--- src/rtl/smac_pkg.sv ---
package smac_pkg;

    typedef enum logic [1:0] {
        SM_WORD = 2'd0,
        SM_HALF = 2'd1,
        SM_DUAL = 2'd2,
        SM_RSVD = 2'd3
    } smac_mode_e;

endpackage

--- src/rtl/smac_lane_pick.sv ---
// Chooses the halfword pairs fed to the two halfword multipliers.
module smac_lane_pick
    import smac_pkg::*;
#(
    parameter int DATA_W = 32,
    localparam int HALF_W = DATA_W / 2
) (
    input  logic [1:0]                    mode_i,
    input  logic                          sel_a_i,
    input  logic                          sel_b_i,
    input  logic                          swap_i,
    input  logic [DATA_W-1:0]             op_a_i,
    input  logic [DATA_W-1:0]             op_b_i,
    output logic [1:0][HALF_W-1:0]        ha_o,
    output logic [1:0][HALF_W-1:0]        hb_o,
    output logic                          lane1_en_o
);
    logic [HALF_W-1:0] a_lo, a_hi, b_lo, b_hi;

    assign a_lo = op_a_i[HALF_W-1:0];
    assign a_hi = op_a_i[DATA_W-1:HALF_W];
    assign b_lo = op_b_i[HALF_W-1:0];
    assign b_hi = op_b_i[DATA_W-1:HALF_W];

    always_comb begin
        if (smac_mode_e'(mode_i) == SM_DUAL) begin
            ha_o[0]    = a_lo;
            hb_o[0]    = swap_i ? b_hi : b_lo;
            ha_o[1]    = a_hi;
            hb_o[1]    = swap_i ? b_lo : b_hi;
            lane1_en_o = 1'b1;
        end else begin
            ha_o[0]    = sel_a_i ? a_hi : a_lo;
            hb_o[0]    = sel_b_i ? b_hi : b_lo;
            ha_o[1]    = '0;
            hb_o[1]    = '0;
            lane1_en_o = 1'b0;
        end
    end
endmodule

--- src/rtl/smac_product.sv ---
// Stage-1 product: full word product or sum of halfword lane products.
module smac_product
    import smac_pkg::*;
#(
    parameter int DATA_W = 32,
    localparam int HALF_W = DATA_W / 2,
    localparam int ACC_W  = 2 * DATA_W
) (
    input  logic [1:0]                mode_i,
    input  logic [DATA_W-1:0]         op_a_i,
    input  logic [DATA_W-1:0]         op_b_i,
    input  logic [1:0][HALF_W-1:0]    ha_i,
    input  logic [1:0][HALF_W-1:0]    hb_i,
    input  logic                      lane1_en_i,
    output logic [ACC_W-1:0]          prod_o
);
    logic [ACC_W-1:0] wa_ext, wb_ext, word_prod;
    logic [1:0][ACC_W-1:0] lane_ext;
    logic [ACC_W-1:0] half_sum;

    // Sign-extend to the full width so the truncated product is the signed one.
    assign wa_ext    = {{DATA_W{op_a_i[DATA_W-1]}}, op_a_i};
    assign wb_ext    = {{DATA_W{op_b_i[DATA_W-1]}}, op_b_i};
    assign word_prod = wa_ext * wb_ext;

    for (genvar g = 0; g < 2; g++) begin : g_lane
        logic [DATA_W-1:0] xa, xb, p;
        assign xa = {{HALF_W{ha_i[g][HALF_W-1]}}, ha_i[g]};
        assign xb = {{HALF_W{hb_i[g][HALF_W-1]}}, hb_i[g]};
        assign p  = xa * xb;
        if (g == 0) begin : g_always
            assign lane_ext[g] = {{DATA_W{p[DATA_W-1]}}, p};
        end else begin : g_gated
            assign lane_ext[g] = lane1_en_i ? {{DATA_W{p[DATA_W-1]}}, p} : '0;
        end
    end

    // Summed at full width: two most-negative lane products cannot overflow.
    assign half_sum = lane_ext[0] + lane_ext[1];

    always_comb begin
        unique case (smac_mode_e'(mode_i))
            SM_HALF, SM_DUAL: prod_o = half_sum;
            default:          prod_o = word_prod;
        endcase
    end
endmodule

--- src/rtl/smac_accum.sv ---
// Stage-2 accumulate, modulo 2^ACC_W.
module smac_accum #(
    parameter int DATA_W = 32,
    localparam int ACC_W = 2 * DATA_W
) (
    input  logic [ACC_W-1:0] prod_i,
    input  logic [ACC_W-1:0] acc_i,
    output logic [ACC_W-1:0] sum_o
);
    assign sum_o = prod_i + acc_i;
endmodule

--- src/rtl/smac_top.sv ---
module smac_top #(
    parameter int DATA_W = 32,
    parameter int IDX_W  = 4
) (
    input  logic              clk,
    input  logic              rst,
    input  logic              start_i,
    output logic              ready_o,
    input  logic [1:0]        mode_i,
    input  logic              sel_a_i,
    input  logic              sel_b_i,
    input  logic              swap_i,
    input  logic [DATA_W-1:0] op_a_i,
    input  logic [DATA_W-1:0] op_b_i,
    input  logic [DATA_W-1:0] acc_lo_i,
    input  logic [DATA_W-1:0] acc_hi_i,
    input  logic [IDX_W-1:0]  dst_lo_i,
    input  logic [IDX_W-1:0]  dst_hi_i,
    output logic              done_o,
    output logic [DATA_W-1:0] res_lo_o,
    output logic [DATA_W-1:0] res_hi_o,
    output logic              err_o
);
    localparam int HALF_W = DATA_W / 2;
    localparam int ACC_W  = 2 * DATA_W;

    typedef struct packed {
        logic             s1_vld;
        logic [ACC_W-1:0] s1_prod;
        logic [ACC_W-1:0] s1_acc;
        logic             s1_err;
        logic             s2_vld;
        logic [ACC_W-1:0] s2_res;
        logic             s2_err;
    } pipe_t;

    pipe_t pipe_d, pipe_q;

    logic [1:0][HALF_W-1:0] ha_w, hb_w;
    logic                   lane1_en_w;
    logic [ACC_W-1:0]       prod_w, sum_w;
    logic                   accept_w;

    smac_lane_pick #(.DATA_W(DATA_W)) u_pick (
        .mode_i     (mode_i),
        .sel_a_i    (sel_a_i),
        .sel_b_i    (sel_b_i),
        .swap_i     (swap_i),
        .op_a_i     (op_a_i),
        .op_b_i     (op_b_i),
        .ha_o       (ha_w),
        .hb_o       (hb_w),
        .lane1_en_o (lane1_en_w)
    );

    smac_product #(.DATA_W(DATA_W)) u_prod (
        .mode_i     (mode_i),
        .op_a_i     (op_a_i),
        .op_b_i     (op_b_i),
        .ha_i       (ha_w),
        .hb_i       (hb_w),
        .lane1_en_i (lane1_en_w),
        .prod_o     (prod_w)
    );

    smac_accum #(.DATA_W(DATA_W)) u_acc (
        .prod_i (pipe_q.s1_prod),
        .acc_i  (pipe_q.s1_acc),
        .sum_o  (sum_w)
    );

    assign ready_o  = ~rst;
    assign accept_w = start_i & ready_o;

    always_comb begin
        pipe_d        = pipe_q;
        pipe_d.s1_vld = accept_w;
        if (accept_w) begin
            pipe_d.s1_prod = prod_w;
            pipe_d.s1_acc  = {acc_hi_i, acc_lo_i};
            pipe_d.s1_err  = (dst_lo_i == dst_hi_i);
        end
        pipe_d.s2_vld = pipe_q.s1_vld;
        if (pipe_q.s1_vld) begin
            pipe_d.s2_res = sum_w;
            pipe_d.s2_err = pipe_q.s1_err;
        end
    end

    always_ff @(posedge clk) begin
        if (rst) begin
            pipe_q <= '0;
        end else begin
            pipe_q <= pipe_d;
        end
    end

    assign done_o   = pipe_q.s2_vld;
    assign err_o    = pipe_q.s2_vld & pipe_q.s2_err;
    assign res_lo_o = pipe_q.s2_res[DATA_W-1:0];
    assign res_hi_o = pipe_q.s2_res[ACC_W-1:DATA_W];
endmodule

--- config.mk ---
export PLATFORM = sky130hd
export DESIGN_NAME = smac_top
export DESIGN_NICKNAME = d
export VERILOG_FILES = /design/src/rtl/smac_pkg.sv /design/src/rtl/smac_lane_pick.sv /design/src/rtl/smac_product.sv /design/src/rtl/smac_accum.sv /design/src/rtl/smac_top.sv
export SDC_FILE = /design/constraint.sdc
export NUM_CORES = 2
export LEC_CHECK = 0
export BUFFER_PORTS_ARGS = -buffer_cell sky130_fd_sc_hd__buf_2
export CAP_MARGIN = 0
export CELL_PAD_IN_SITES_DETAIL_PLACEMENT = 1
export CELL_PAD_IN_SITES_GLOBAL_PLACEMENT = 1
export CORE_MARGIN = 2
export CORE_UTILIZATION = 56
export CTS_CLUSTER_SIZE = 10
export DETAILED_ROUTE_END_ITERATION = 6
export MAX_ROUTING_LAYER = met4
export PLACE_DENSITY = 0.95
export SYNTH_ARGS = -nofsm -noshare
export SYNTH_HDL_FRONTEND = slang
export SYNTH_HIERARCHICAL = 1
export SYNTH_SLANG_ARGS = --single-unit
--- constraint.sdc ---
create_clock -name clk -period 27.5 [get_ports clk]
set_input_delay 5.5 -clock clk [delete_from_list [all_inputs] [get_ports clk]]
set_output_delay 5.5 -clock clk [all_outputs]
set_load 0.1 [all_outputs]
==> impl_metrics.toml <==
[outcome]
status = "finished clean"

[floorplanning]
start_util_pct = 56.2
core_area_um2 = 125000
die_w_um = 358
fp.dieArea_um2 = 128000
num_io_pins = 211
rows = 130
fp.dieH_um = 358

[finish]
register_area_um2 = 3930
syn_to_final_growth_pct = 2.93
multi_input_area_um2 = 57500
fin_cells = 9476
nNetsFinal = 9986
n_fill_cell = 14600
drive_above_1_share_pct = 5.34

[yosys]
synthDistinctLibCells = 107
syn_avg_cell_area_um2 = 8.90
ys_ff_latch = 196
seq_area_frac_synth_pct = 5.58
synth-async-reset-ratio_pct = 0
synth_flop_cell = "dfxtp_1"
yosys_warnings = 6
synth_edf_count = 0
syn-cell-area_um2 = 70300
synth_nets = 10100
syn_inst = 7905

[setup_path]
cp.arrival_ps = 16660
path_max_fanout = 19
start_kind = "input port"
cp_num_buf_inv = 6
critPathTopFamily = "compound AO/OA/AOI/OAI gates"
crit_top_cell = "fa_1"
cpPeakStageDelay_ps = 870
setup.worst_path.end_class = "flip-flop"
slowest_stage = "mux2i_4"
crit_type = "in -> reg"
required_ps = 27800

[clock_tree]
clock_path_buffers = 2
clk_latency_ps = 450
postCtsSetupBuffers = 0
cts_made_buffers = 17
cts-resized-gates = 0
htree_levels = 4
hold_buffers = 0
cts_root_buffer = "clkbuf_16"
cts_tree = "built"
cts.sinks = 196
path_clk_slew_ps = 70

[place]
dp_hpwl_mm = 206
numPortBuffers = 210
dp.cells = 9421
dp_slack_ps = 10920
gp_congestion = 1.02

[route]
drc = 0
via_count = 57800
drt_wl_total_mm = 260
avgRoutedWirePerCell_um = 27.5
ant_nets = 0
first_pass_iters = 7
drt-initial-drc-count = 5153
viasPerCell = 6.10

[global_routing]
track_usage_pct = 42.4
antenna_found_initial = 28
grt_max_degree = 96
grt_pass1_wl_mm = 395
grt_pass1_vias = 67400
overflow = 0

[sta]
finClkSkew_ps = 14.5
max-slew-margin-rel_pct = 16.1
fin_crit_sh_pct = 59.5
hold_viol = 0
fmax_mhz = 61.1
min_period_ps = 16360
worst_slew_pin_slew_ps = 1250
tns_ps = 0
grt_setup_unrepaired = "no"
setup_ws_ps = 11140
slew_violations = 0
finalSetupViolCount = 0

[flow_run]
drv_cap = 0

[hold_path]
hp-class = "reg -> reg"
## layer usage
| metal | GRT usage [%] | share of wire (%) | vias up |
|---|---|---|---|
| li1 | - | - | 23300 |
| met4 | 29.5 | 8.3 | 0 |
| met1 | 46.6 | 35 | 29800 |
| met3 | 9.73 | 8.5 | 1314 |
| met5 | - | 0 | - |
| met2 | 68.4 | 48 | 3412 |
## cell usage in the layout, fill, tap and decap left out, drive strengths merged, types with 17 or more instances in the layout
cell    instances
xor2           71
o31ai          17
nor2          333
diode          24
and2          517
o21ai         167
inv          1768
nand2b         66
nor2b          26
buf           290
a211oi         25
nor3           21
a21oi         227
xnor2         157
and3           36
fa           1609
dfxtp         196
nand3          38
mux2           32
nand4          42
a21o          105
a31oi          26
ha            443
o21a           19
mux2i         214
o21bai         32
nand2        1152
clkbuf         22
## metrics by stage
step | util, % | instance area, um^2 | hold slack, ps
after global routing | 57.9 | 72400 | 526
after detailed placement | 57.4 | 71800 | 484
after CTS | 57.8 | 72300 | 500
after floorplan | - | 70300 | 452
final | 57.9 | 72400 | 496
after global placement | 57.4 | 71800 | 469
## cells by family (layout without fill, tap and decap cells)
group	count (synthesis)	in the layout	share of synthesized area (%)
XOR/XNOR	228	228	2.84
adder cells (fa/ha/maj)	2052	2052	53.7
AO/OA/AOI/OAI	714	714	6.48
multiplexers	246	246	3.63
other	0	24	0
flip-flops	196	196	5.58
buffers and inverters	2187	2084	12.7
AND/OR/NAND/NOR	2282	2282	15.1
## sequential cells by signal, indices dropped and copies added (netlist names)
| register | flops |
|---|---|
| pipe_d | 1 |
| res_lo_o | 32 |
| pipe_q | 130 |
| res_hi_o | 32 |
| done_o | 1 |
## Yosys cell counts, drive strengths merged, types with 71 or more instances
cell / instances / share of area (%)
buf: 117 / 1.5
mux2i: 214 / 3.1
xor2: 71 / 0.88
a21oi: 227 / 1.6
inv: 1763 / 9.4
fa: 1609 / 46
nand2: 1152 / 6.2
dfxtp: 196 / 5.6
ha: 443 / 7.9
o21ai: 167 / 1.2
xnor2: 157 / 2.0
clkbuf: 307 / 1.7
nor2: 333 / 1.8
a21o: 105 / 1.1
and2: 517 / 4.6
## path summary, 6_finish.rpt
path	start	to	slack (ps)	depth (start not counted)
min reg2reg	res_hi_o[26]	res_hi_o[26]	500	2
max	mode_i[0]	pipe_q[188]	11140	35
max reg2reg	pipe_q[131]	res_hi_o[26]	23620	13
min	res_hi_o[26]	res_hi_o[26]	500	2
## cell type report
class                           count  share of cell area [%]
Clock inverter                      9                  0.0968
Antenna cell                       24                  0.0830
Clock buffer                       22                   0.641
Tap cell                         1650                    2.85
Sequential cell                   196                    5.43
Timing Repair Buffer              290                    2.30
Inverter                         1763                    9.14
Multi-Input combinational cell   5522                    79.5
## tightest hold or removal path, stage by stage (launching register included)
cell     delay [ps]
dfxtp_1         320
mux2i_1          70
nor2_1           70
Power is not shown: default switching activity piles up to over one toggle a cycle in this logic, so the estimate is an artifact.
